[src/rtl/seq_break_pkg.sv]
package seq_break_pkg;

  typedef struct packed {
    logic a;
    logic b;
  } match_pair_t;

  // Independent-channel request: either channel alone suffices.
  function automatic logic direct_hit(match_pair_t m);
    return m.a | m.b;
  endfunction

  // A match that may arm the sequencer: A without B in the same cycle.
  function automatic logic lone_a(match_pair_t m);
    return m.a & ~m.b;
  endfunction

endpackage

[src/rtl/sb_exec_counter.sv]
module sb_exec_counter #(
  parameter int CNT_W = 16
) (
  input  logic             clk,
  input  logic             rst_n,
  input  logic             load_i,
  input  logic [CNT_W-1:0] value_i,
  input  logic             restart_i,
  input  logic             step_i,
  output logic             last_o,
  output logic [CNT_W-1:0] rem_o
);

  localparam logic [CNT_W-1:0] ONE = CNT_W'(1);

  logic [CNT_W-1:0] prog_q;
  logic [CNT_W-1:0] rem_q;
  logic [CNT_W-1:0] reload_val;

  // Zero and one both mean "this B match is the last one needed".
  function automatic logic is_last(logic [CNT_W-1:0] v);
    return v <= ONE;
  endfunction

  function automatic logic [CNT_W-1:0] count_down(logic [CNT_W-1:0] v);
    return v - ONE;
  endfunction

  // A load in the arming cycle takes effect immediately.
  assign reload_val = load_i ? value_i : prog_q;

  always_ff @(posedge clk or negedge rst_n) begin
    if (!rst_n) begin
      prog_q <= ONE;
    end else if (load_i) begin
      prog_q <= value_i;
    end
  end

  always_ff @(posedge clk or negedge rst_n) begin
    if (!rst_n) begin
      rem_q <= ONE;
    end else if (restart_i) begin
      rem_q <= reload_val;
    end else if (step_i) begin
      rem_q <= count_down(rem_q);
    end
  end

  assign last_o = is_last(rem_q);
  assign rem_o  = rem_q;

endmodule

[src/rtl/sb_arm_flag.sv]
module sb_arm_flag (
  input  logic clk,
  input  logic rst_n,
  input  logic seq_mode_i,
  input  logic set_i,
  input  logic clear_i,
  output logic armed_o
);

  logic armed_q;
  logic armed_d;

  always_comb begin
    if (!seq_mode_i) begin
      armed_d = 1'b0;
    end else begin
      armed_d = (armed_q | set_i) & ~clear_i;
    end
  end

  always_ff @(posedge clk or negedge rst_n) begin
    if (!rst_n) begin
      armed_q <= 1'b0;
    end else begin
      armed_q <= armed_d;
    end
  end

  assign armed_o = armed_q;

endmodule

[src/rtl/sb_break_gen.sv]
module sb_break_gen
  import seq_break_pkg::*;
(
  input  logic        clk,
  input  logic        rst_n,
  input  logic        seq_mode_i,
  input  match_pair_t match_i,
  input  logic        armed_i,
  input  logic        last_i,
  output logic        fire_seq_o,
  output logic        brk_o
);

  logic fire_direct;
  logic brk_q;

  assign fire_seq_o  = seq_mode_i & armed_i & match_i.b & last_i;
  assign fire_direct = ~seq_mode_i & direct_hit(match_i);

  always_ff @(posedge clk or negedge rst_n) begin
    if (!rst_n) begin
      brk_q <= 1'b0;
    end else begin
      brk_q <= fire_seq_o | fire_direct;
    end
  end

  assign brk_o = brk_q;

endmodule

[src/rtl/seq_break_top.sv]
module seq_break_top
  import seq_break_pkg::*;
#(
  parameter int CNT_W = 16
) (
  input  logic             clk,
  input  logic             rst_n,
  input  logic             seq_mode_i,
  input  logic             match_a_i,
  input  logic             match_b_i,
  input  logic             cnt_load_i,
  input  logic [CNT_W-1:0] cnt_value_i,
  output logic             brk_req_o,
  output logic             a_armed_o
);

  match_pair_t      match;
  logic             armed;
  logic             arm_set;
  logic             b_qual;
  logic             cnt_last;
  logic             cnt_step;
  logic             fire_seq;
  logic [CNT_W-1:0] cnt_rem;

  assign match.a = match_a_i;
  assign match.b = match_b_i;

  // Named internal events.
  assign arm_set  = seq_mode_i & ~armed & lone_a(match);
  assign b_qual   = seq_mode_i & armed & match_b_i;
  assign cnt_step = b_qual & ~cnt_last;

  sb_arm_flag u_arm (
    .clk        (clk),
    .rst_n      (rst_n),
    .seq_mode_i (seq_mode_i),
    .set_i      (arm_set),
    .clear_i    (fire_seq),
    .armed_o    (armed)
  );

  sb_exec_counter #(.CNT_W(CNT_W)) u_cnt (
    .clk       (clk),
    .rst_n     (rst_n),
    .load_i    (cnt_load_i),
    .value_i   (cnt_value_i),
    .restart_i (arm_set),
    .step_i    (cnt_step),
    .last_o    (cnt_last),
    .rem_o     (cnt_rem)
  );

  sb_break_gen u_brk (
    .clk        (clk),
    .rst_n      (rst_n),
    .seq_mode_i (seq_mode_i),
    .match_i    (match),
    .armed_i    (armed),
    .last_i     (cnt_last),
    .fire_seq_o (fire_seq),
    .brk_o      (brk_req_o)
  );

  assign a_armed_o = armed;

endmodule

[config.mk]
export PLATFORM = sky130hd
export DESIGN_NAME = seq_break_top
export DESIGN_NICKNAME = d
export VERILOG_FILES = /design/src/rtl/seq_break_pkg.sv /design/src/rtl/sb_exec_counter.sv /design/src/rtl/sb_arm_flag.sv /design/src/rtl/sb_break_gen.sv /design/src/rtl/seq_break_top.sv
export SDC_FILE = /design/constraint.sdc
export NUM_CORES = 1
export LEC_CHECK = 0
export ABC_AREA = 1
export ABC_CLOCK_PERIOD_IN_PS = 1700
export CORE_MARGIN = 1.5
export CORE_UTILIZATION = 52
export CTS_BUF_LIST = sky130_fd_sc_hd__clkbuf_2
export DETAILED_ROUTE_END_ITERATION = 10
export GPL_TIMING_DRIVEN = 0
export PLACE_DENSITY = 0.83
export REMOVE_ABC_BUFFERS = 1
export SYNTH_ARGS = -nofsm -noshare
export SYNTH_HDL_FRONTEND = slang
export SYNTH_SLANG_ARGS = --single-unit
export TNS_END_PERCENT = 1
[constraint.sdc]
create_clock -name clk -period 1.7 [get_ports clk]
set_input_delay 0.34 -clock clk [delete_from_list [all_inputs] [get_ports clk]]
set_output_delay 0.34 -clock clk [all_outputs]
set_load 0.02 [all_outputs]
Word level (Yosys, flattened, before mapping)
Cells that the tools add are included.

storage, ports and cells
  output and inout bits = 2
  flip-flop bits (word level) = 34

operators by class
  reduce and logical (&&, ||, !) cells = 1
  multiplexer cells = 4
  magnitude comparators = 1
  bitwise gates (word level) = 17
  add/sub/neg operators = 1

operators by type and width
  cell                                                              count
  2-to-1 mux 16 bit                                                 3
  less-or-equal comparator 16 x 1 -> 1 bit (second input constant)  1
  subtractor 16 x 1 -> 16 bit (second input constant)               1
  bitwise AND 1 bit                                                 9
  inverter 1 bit                                                    5
  OR 1 bit                                                          3
  nonzero test 2 bit                                                1
  2-to-1 mux 1 bit                                                  1

Depth between registers and ports, before layout
Gate-level depths: netlist (run 1).

  word-level depth = 6
  depth in mapped cells = 12
  gate-level depth less buffers = 11

Hierarchy
Synthesis (run 1) repeated with hierarchy kept, for this count alone.

unflattened totals
  cells, all modules = 243
  area total of the unflattened synthesis = 1866.8 sq um

modules (own cells, without submodules)
  module           area an instance (sq um)  sequential area each (sq um)  cells each  times used
  sb_exec_counter  1734.2                    803.3                         220         1
  sb_break_gen     58.8                      25.0                          9           1
  sb_arm_flag      40.0                      25.0                          5           1
  seq_break_top    33.8                      0.0                           9           1

Worst setup path before layout (run 1)
No wires, ideal clock.

  path type = register to register
  start = register u_cnt.rem_q[0] (netlist: u_cnt.rem_o[0])
  end = register u_cnt.rem_q[8] (netlist: u_cnt.rem_o[8])
  cell stages (with the launch flop) = 12
  data arrival time = 1.452 ns
  path slack = 0.124 ns
  setup time = 0.124 ns
  required time = 1.576 ns
  buffers on the path = 1
  path through = dfstp_2 -> inv_1 -> ha_1 -> inv_1 -> nand2_1 -> nand2_1 -> nor2_1 -> nand3_2 -> nand2_4 -> clkbuf_8 -> nand3_1 -> nand3_1

on the way
  longest elaborated chain between the ends = 4
  elaborated cells between the ends (all ways) = 7
  classes of those cells = add/sub: 1; order compare: 1; mux: 2; bitwise: 2; reduce/logical: 1

RTL lines
  what                                      line                   source
  from (decl)                               sb_exec_counter.sv:17  logic [CNT_W-1:0] rem_q;
  from (signal assigned)                    sb_exec_counter.sv:44  rem_q <= reload_val;
  from (signal assigned)                    sb_exec_counter.sv:46  rem_q <= count_down(rem_q);
  less-or-equal comparator 16 x 1 -> 1 bit  sb_exec_counter.sv:22  return v <= ONE;
  inverter 1 bit                            seq_break_top.sv:32    assign cnt_step = b_qual & ~cnt_last;
  bitwise AND 1 bit                         seq_break_top.sv:32
  nonzero test 2 bit (no line)              -

Several ways; a longest one is shown, not always the timed one. The select of a mux whose other input is x is not followed.
A chain may end at the register's enable or synchronous reset.

Worst setup path in the final report (run 1)
  start = register u_cnt.rem_q[0] (netlist: u_cnt.rem_o[0])
  end = register u_cnt.rem_q[15] (netlist: u_cnt.rem_o[15])

Same word-level chain as after synthesis.

==> summary.txt, run 1 <==
Outcome
  – Outcome: finished with violations
  – Failing checks: setup timing

Route
  – Per-cell routed wire length: 13.07 um
  – Post-route ant nets: 0
  – 1st-pass router iterations: 4
  – Routed WL: 4496 um
  – Vias after detailed routing: 1789
  – Via-per-instance ratio: 5.201
  – DR DRC count: 0
  – Iter 0 DRT Violations: 87

Flow run
  – Max cap viols: 0

Worst setup path
  – Critical-path cell list: ha_4, inv_2, nand2_2, nand2_2, nor2_4, nand3_4, nand2_8, clkinv_8, nand2_4, nand3_2
  – Worst path arrival time: 2.00 ns
  – R2r startpoint: u_cnt.rem_o[0]$_DFFE_PN1P_
  – Worst R2R Setup Slack: -0.04 ns
  – CP max FO: 7
  – R2r endpoint: u_cnt.rem_o[15]$_DFFE_PN0P_
  – Register-to-Register Path Depth: 10
  – Bufs and invs on worst path: 2
  – Critical path's slowest cell: dfstp_2
  – Critical path required time: 1.96 ns
  – CP max stage delay: 0.63 ns
  – Startpoint Class: register
  – Critical path's top delay family: simple AND/OR/NAND/NOR gates
  – Crit Path Category: reg -> reg
  – CP Capture Type: register
  – Levels on crit path: 10
  – Critical Path Most Common Cell: nand2_2
  – Crit. Startpoint: u_cnt.rem_o[0]$_DFFE_PN1P_

Synth
  – Synthesized area: 1913 um2
  – Yosys warns: 0
  – Ys async rst share: 100.0%
  – Library cell with the highest instance count after synthesis: nand2_1
  – Commonest register cell after synthesis: dfrtp_1
  – Synth top area cells: dfrtp_1, nand2_1, nand3_1
  – Sequential-to-total area share from yosys stat: 44.60%
  – Avg Cell Area, Syn: 7.165 um2
  – Yosys top cell area share: 41.86%
  – Synthesized instance count: 267
  – Synth unique cells: 26
  – FF+latch count, synth: 34
  – Post-synth top area cell: dfrtp_1
  – Post-synth EDFFs: 0
  – Synth cell count leaders: nand2_1, dfrtp_1, nand3_1, nor2_1, inv_1

Global routing
  – GRT Util Overall: 21.16%
  – First-pass GRT wire length: 6693 um
  – Gr ovfl total: 0
  – Vias in the first global route: 1524
  – Largest net degree at the start of global routing: 35
  – Antenna violations before repair: 0

Placement
  – Final HPWL DP: 2587 um
  – Pre-CTS WS: -1.071 ns
  – IO Port Bufs: 23
  – Post-DP Area: 2143 um2
  – Placer Congestion: 0.8600

Floorplan
  – Row Count: 21
  – Core area: 3442 um2
  – Die height: 63.66 um
  – Die Span X: 63.66 um
  – Die ar.: 4052 um2
  – I/O pins: 24
  – Starting density of the core: 55.58%

Power
  – Pint: 1558 uW
  – Clk pwr share: 12.9%
  – Combinational Power Share: 43.8%
  – Leak: 0.001268 uW
  – Switching pwr: 1192 uW
  – Sequential Power Share: 43.3%
  – Max IR drop VDD: 0.8429 mV
  – Cell Pwr Density: 1148 nW/um2
  – Sw frac: 43.36%

Min path
  – Min-Delay Endpoint: u_cnt.prog_q[0]$_DFF_PN1_
  – Worst hold start: cnt_load_i
  – Hold-critical path depth: 3
  – Worst Hold Class: in -> reg

Timing
  – Worst rel slew slack: 51.40%
  – Final Cycle Share: 102.6%
  – Tmin final: 1.744 ns
  – Max Clock Skew: 0.01689 ns
  – Final Slew Violations: 0
  – Worst Slack Setup Final: -0.04449 ns
  – WHS: 0.4151 ns
  – RSZ-0062 raised after global routing: yes
  – F_max: 573.2 MHz
  – Worst-margin pin slew: 0.7291 ns
  – Hold Vio Cnt, Final: 0
  – Final setup vio count: 13

Clocking
  – CTS H-tree depth: 2
  – CTS buffer count: 5
  – Clk sinks: 34
  – CTS tree: done
  – Clock latency at the later pin of the worst-skew pair: 0.37 ns
  – Root Buffer: clkbuf_2
  – Clock Path Buffers: 2
  – Clock slew at reported path FFs: 0.16 ns

Layout
  – Final instance area: 2396 um2
  – Ratio of cells with drive above 1 in the final layout: 17.11%
  – # fillers: 277
  – Nets@finish: 321
  – # diodes: 0
  – Area Growth Syn to Fin: 25.25%
layout make-up:
| class | instances | area (um2) | area share [%] |
|---|---|---|---|
| clock buffers | 6 | 30.03 | 1.253 |
| inverters | 18 | 81.33 | 3.394 |
| repair buffers | 27 | 255.2 | 10.65 |
| clock inverters | 2 | 8.758 | 0.3655 |
| well taps | 46 | 57.56 | 2.402 |
| multi-input cells | 210 | 1099 | 45.85 |
| flip-flops and latches | 34 | 853.3 | 35.61 |
| repair inverters | 1 | 11.26 | 0.4700 |
power groups by stage:
stage	registers, uW	clock network [uW]	logic [uW]
6_report	1190	354	1200
5_1_grt	1210	407	1360
4_1_cts	1160	371	989
3_5_place_dp	1180	0	968
3_3_place_gp	1180	0	937
2_1_floorplan	1140	0	758
worst min-delay path: stages:
cell and delay (ns):
clkbuf_2 0.26, nand2_1 0.12, nand2_1 0.06
layer usage:
metal | track usage (%) | vias up | share of wire [%]
li1 | - | 898 | -
met1 | 26.87 | 818 | 42
met2 | 33.82 | 59 | 49
met3 | 4.464 | 14 | 7.5
met4 | 11.14 | 0 | 2.2
met5 | 0 | - | 0
flip-flops by register name (all words and copies together) (netlist names):
signal and flops:
u_cnt.rem_o 16, u_cnt.prog_q 16, u_brk.brk_o 1, u_arm.armed_o 1
repair_timing:
item / CTS / global route
buffers inserted: 1 / 2
hold endpoints to repair: 8 / 0
pin swaps: 1 / 8
gates resized for setup: 6 / 35
endpoints found under the setup margin: 17 / 17
cloned: 1 / 3
hold buffers: 1 / 0
worst max-delay path by stage:
stage / endpoint / slack, ns
CTS: u_cnt.rem_o[12]$_DFFE_PN0P_ / 0.0004
global route: u_cnt.rem_o[3]$_DFFE_PN0P_ / -0.13
global placement: u_cnt.rem_o[0]$_DFFE_PN1P_ / -0.97
floorplan: u_cnt.rem_o[1]$_DFFE_PN0P_ / -0.09
finish: u_cnt.rem_o[15]$_DFFE_PN0P_ / -0.04
detailed placement: u_cnt.rem_o[0]$_DFFE_PN1P_ / -1.07
cells by family (layout without fill, tap and decap cells):
group,count (synthesis),count (layout),share of synthesized area (%)
simple gates,194,197,43.62
flops,34,34,44.60
buf+inv,26,54,6.409
xor+xnor,6,6,2.747
compound gates,5,5,1.308
fa+ha+maj,2,2,1.308
cell usage in the layout, fill, tap and decap left out:
cell and n:
clkbuf_2 7, o21ai_0 5, clkdlybuf4s50_1 20, buf_2 1
clkinv_2 2, nand3_1 24, dfstp_2 2, xor2_1 4
nand2_1 116, nor3_4 1, nor2_2 4, nand2_4 7
inv_1 12, inv_2 4, nand3_2 6, nand3b_1 6
nand4_1 2, nor2_4 2, nor2_1 20, clkinv_8 1
dfrtp_1 32, dlygate4sd3_1 1, inv_8 1, ha_4 2
buf_4 3, nand2_2 6, clkinv_1 1, xnor2_1 2
dlymetal6s2s_1 1, nor3_1 1, nand2_8 1, nand3_4 1
per-stage QoR:
step,std cells,TNS (ns),util (%),power [uW]
global route,344,-1.503,69.61,2980
detailed placement,328,-21.78,62.27,2148
finish,344,-0.2729,69.61,2750
CTS,339,0,64.56,2524
global placement,328,-32.24,62.41,2117
floorplan,259,-0.2698,-,1897
No activity file was read; power rests on OpenSTA's default activity.
==> run 2, diff against run 1 <==
--- a/config.mk
+++ b/config.mk
@@ -8,13 +8,14 @@
 export ABC_AREA = 1
 export ABC_CLOCK_PERIOD_IN_PS = 1700
 export CORE_MARGIN = 1.5
-export CORE_UTILIZATION = 52
+export CORE_UTILIZATION = 51
 export CTS_BUF_LIST = sky130_fd_sc_hd__clkbuf_2
 export DETAILED_ROUTE_END_ITERATION = 10
 export GPL_TIMING_DRIVEN = 0
-export PLACE_DENSITY = 0.83
+export PLACE_DENSITY = 0.81
 export REMOVE_ABC_BUFFERS = 1
 export SYNTH_ARGS = -nofsm -noshare
 export SYNTH_HDL_FRONTEND = slang
+export SYNTH_HIERARCHICAL = 1
 export SYNTH_SLANG_ARGS = --single-unit
 export TNS_END_PERCENT = 1
==> constraint.sdc (replaced) <==
create_clock -name clk -period 1.7 [get_ports clk]
set_input_delay 0.34 -clock clk [delete_from_list [all_inputs] [get_ports clk]]
set_output_delay 0.34 -clock clk [all_outputs]
set_load 0.01 [all_outputs]
==> summary.txt, run 2 <==
Outcome
  – Outcome: finished with violations
  – Failing checks: hold timing, setup timing

Layout
  – Finished Core Util: 69.41%
  – Final instance area: 2371 um2
  – Nets@finish: 302
  – Ratio of cells with drive above 1 in the final layout: 23.66%
  – # diodes: 0
  – Area Growth Syn to Fin: 27.01%
  – Final std cells w/o fill: 325
  – Most frequent cells in the layout: nand2_1, dfrtp_1, clkdlybuf4s50_1
  – Most common cell after layout, fill and taps aside: nand2_1

Timing
  – Max Clock Skew: 0.008798 ns
  – WHS: -0.01928 ns
  – Worst-margin pin slew: 0.7201 ns
  – Worst Slack Setup Final: -0.1724 ns
  – Final Cycle Share: 110.1%
  – RSZ-0062 raised after global routing: yes
  – Worst rel slew slack: 51.99%
  – Final setup vio count: 17
  – F_max: 534.1 MHz
  – Tmin final: 1.872 ns
  – Final Slew Violations: 0
  – Hold Vio Cnt, Final: 32

Synth
  – Library cell with the highest instance count after synthesis: nand2_1
  – Synthesized instance count: 243
  – Yosys warns: 6
  – Post-synth EDFFs: 0
  – FF+latch count, synth: 34
  – Sequential-to-total area share from yosys stat: 45.71%
  – Post-synth top area cell: dfrtp_1
  – Synth top area cells: dfrtp_1, nand2_1, a22oi_1
  – Ys async rst share: 100.0%
  – Commonest register cell after synthesis: dfrtp_1
  – Synth unique cells: 28
  – Yosys top cell area share: 42.90%
  – Avg Cell Area, Syn: 7.682 um2
  – Synth cell count leaders: nand2_1, dfrtp_1, nor2_1, inv_1, a22oi_1
  – Synthesized area: 1867 um2

Power
  – Cell Pwr Density: 950.1 nW/um2
  – Combinational Power Share: 35.4%
  – Clk pwr share: 16.5%
  – Sequential Power Share: 48.1%
  – Pint: 1408 uW
  – Sw frac: 37.49%
  – Switching pwr: 844.5 uW
  – Leak: 0.001166 uW
  – Max IR drop VDD: 0.5656 mV

Placement
  – Final HPWL DP: 2472 um
  – Placer Congestion: 0.7932
  – Post-DP Area: 2098 um2
  – IO Port Bufs: 23
  – Placed cells: 305
  – Pre-CTS WS: -0.9842 ns

Clocking
  – Clock Path Buffers: 2
  – CTS tree: done
  – Clock slew at reported path FFs: 0.17 ns
  – CTS buffer count: 5
  – Clk sinks: 34
  – Root Buffer: clkbuf_2
  – CTS H-tree depth: 2
  – Hold_buf cts: 0
  – Clock latency at the later pin of the worst-skew pair: 0.39 ns

Route
  – DR DRC count: 0
  – Post-route ant nets: 0
  – Vias after detailed routing: 1620
  – Routed WL: 4028 um
  – Per-cell routed wire length: 12.39 um
  – 1st-pass router iterations: 4
  – Iter 0 DRT Violations: 73
  – Via-per-instance ratio: 4.985

Floorplan
  – Core area: 3416 um2
  – Die ar.: 4032 um2
  – I/O pins: 24
  – Starting density of the core: 54.65%
  – Row Count: 21
  – Die height: 63.50 um
  – Die Span X: 63.50 um

Worst setup path
  – Critical-path cell list: inv_4, ha_4, o2111ai_2, nor2_2, inv_1, nand2_2, nor2_4, inv_2, nand2_4, inv_8, a22oi_2, nand2_1
  – Startpoint Class: register
  – CP max stage delay: 0.59 ns
  – Critical path's slowest cell: dfstp_2
  – Crit Path Category: reg -> reg
  – CP max FO: 12
  – Critical path's top delay family: flip-flops
  – Worst path arrival time: 2.17 ns
  – Critical path required time: 2.00 ns
  – Bufs and invs on worst path: 4
  – CP Capture Type: register

Global routing
  – Antenna violations before repair: 0
  – GRT Util Overall: 21.76%
  – Largest net degree at the start of global routing: 35
  – Vias in the first global route: 1597
  – First-pass GRT wire length: 6872 um
  – Gr ovfl total: 0

Min path
  – Worst Hold Class: in -> async

Flow run
  – Max cap viols: 0
==> run 2: changes by cell type in the layout (fill, tap and decap cells not counted), moves of 2 or more <==
| cell | before | now |
|---|---|---|
| nor2_4 | 2 | 5 |
| nand2_1 | 116 | 109 |
| nand2_4 | 7 | 2 |
| nand3b_1 | 6 | 3 |
| nor2_2 | 4 | 6 |
| a22oi_2 | 0 | 11 |
| nor2_1 | 20 | 14 |
| buf_4 | 3 | 10 |
| o21ai_0 | 5 | 0 |
| nand3_2 | 6 | 0 |
| nand3_1 | 24 | 8 |
| o211ai_1 | 0 | 2 |
==> run 2: final cells by class <==
type,count,area (um2)
clock buffers,6,30.03
clock inverters,2,8.758
fillers,297,1045
inverters,20,90.09
multi-input cells,182,1012
flip-flops and latches,34,854.6
well taps,46,57.56
repair buffers,34,310.3
repair inverters,1,7.507
==> run 2: per-stage QoR <==
stage | TNS (ns) | power [uW]
after floorplan | -2.170 | 1527
after global placement | -30.10 | 1687
after detailed placement | -18.49 | 1710
after CTS | -2.193 | 2169
after global routing | -3.574 | 2402
final | -2.178 | 2253
==> run 2: path summary, 6_finish.rpt <==
path / from / endpoint / slack [ns] / cells after the start
worst max-delay path: u_cnt/rem_o[0]$_DFFE_PN1P_ / u_cnt/rem_o[8]$_DFFE_PN0P_ / -0.17 / 12
worst min-delay path: rst_n / u_cnt/prog_q[8]$_DFF_PN0_ / -0.02 / 1
worst max register to register: u_cnt/rem_o[0]$_DFFE_PN1P_ / u_cnt/rem_o[8]$_DFFE_PN0P_ / -0.17 / 12
worst min register to register: u_cnt/prog_q[0]$_DFF_PN1_ / u_cnt/prog_q[0]$_DFF_PN1_ / 0.49 / 2
max in group asynchronous: rst_n / u_cnt/rem_o[8]$_DFFE_PN0P_ / 1.23 / 1
min in group clk: cnt_value_i[0] / u_cnt/prog_q[0]$_DFF_PN1_ / 0.46 / 3
==> run 2: cells by family after synthesis <==
group | after synthesis | share of synthesized area (%)
flip-flops | 34 | 45.71
AO/OA/AOI/OAI | 17 | 6.836
XOR/XNOR | 6 | 3.217
adder cells (fa/ha/maj) | 2 | 1.340
AND/OR/NAND/NOR | 157 | 36.13
buffers and inverters | 27 | 6.769
==> run 2: routing by layer <==
layer	GRT usage (%)	part of all wire, %
met4	8.152	1.4
met2	38.16	50
met1	25.58	45
met5	0	0
met3	5.357	4.3
==> run 2: what timing repair did <==
item | in CTS | in global routing
setup buffers | 5 | 6
endpoints found under the setup margin | 18 | 18
endpoints found under the hold margin | 0 | 0
gates resized for setup | 32 | 8
gates cloned | 1 | 0
pin swaps | 5 | 7
==> run 2: power by group through the flow <==
stage / clock network (uW) / logic [uW] / registers [uW]
6_report: 371 / 798 / 1080
5_1_grt: 414 / 884 / 1100
4_1_cts: 377 / 716 / 1080
3_5_place_dp: 0 / 626 / 1080
3_3_place_gp: 0 / 611 / 1080
2_1_floorplan: 0 / 472 / 1060
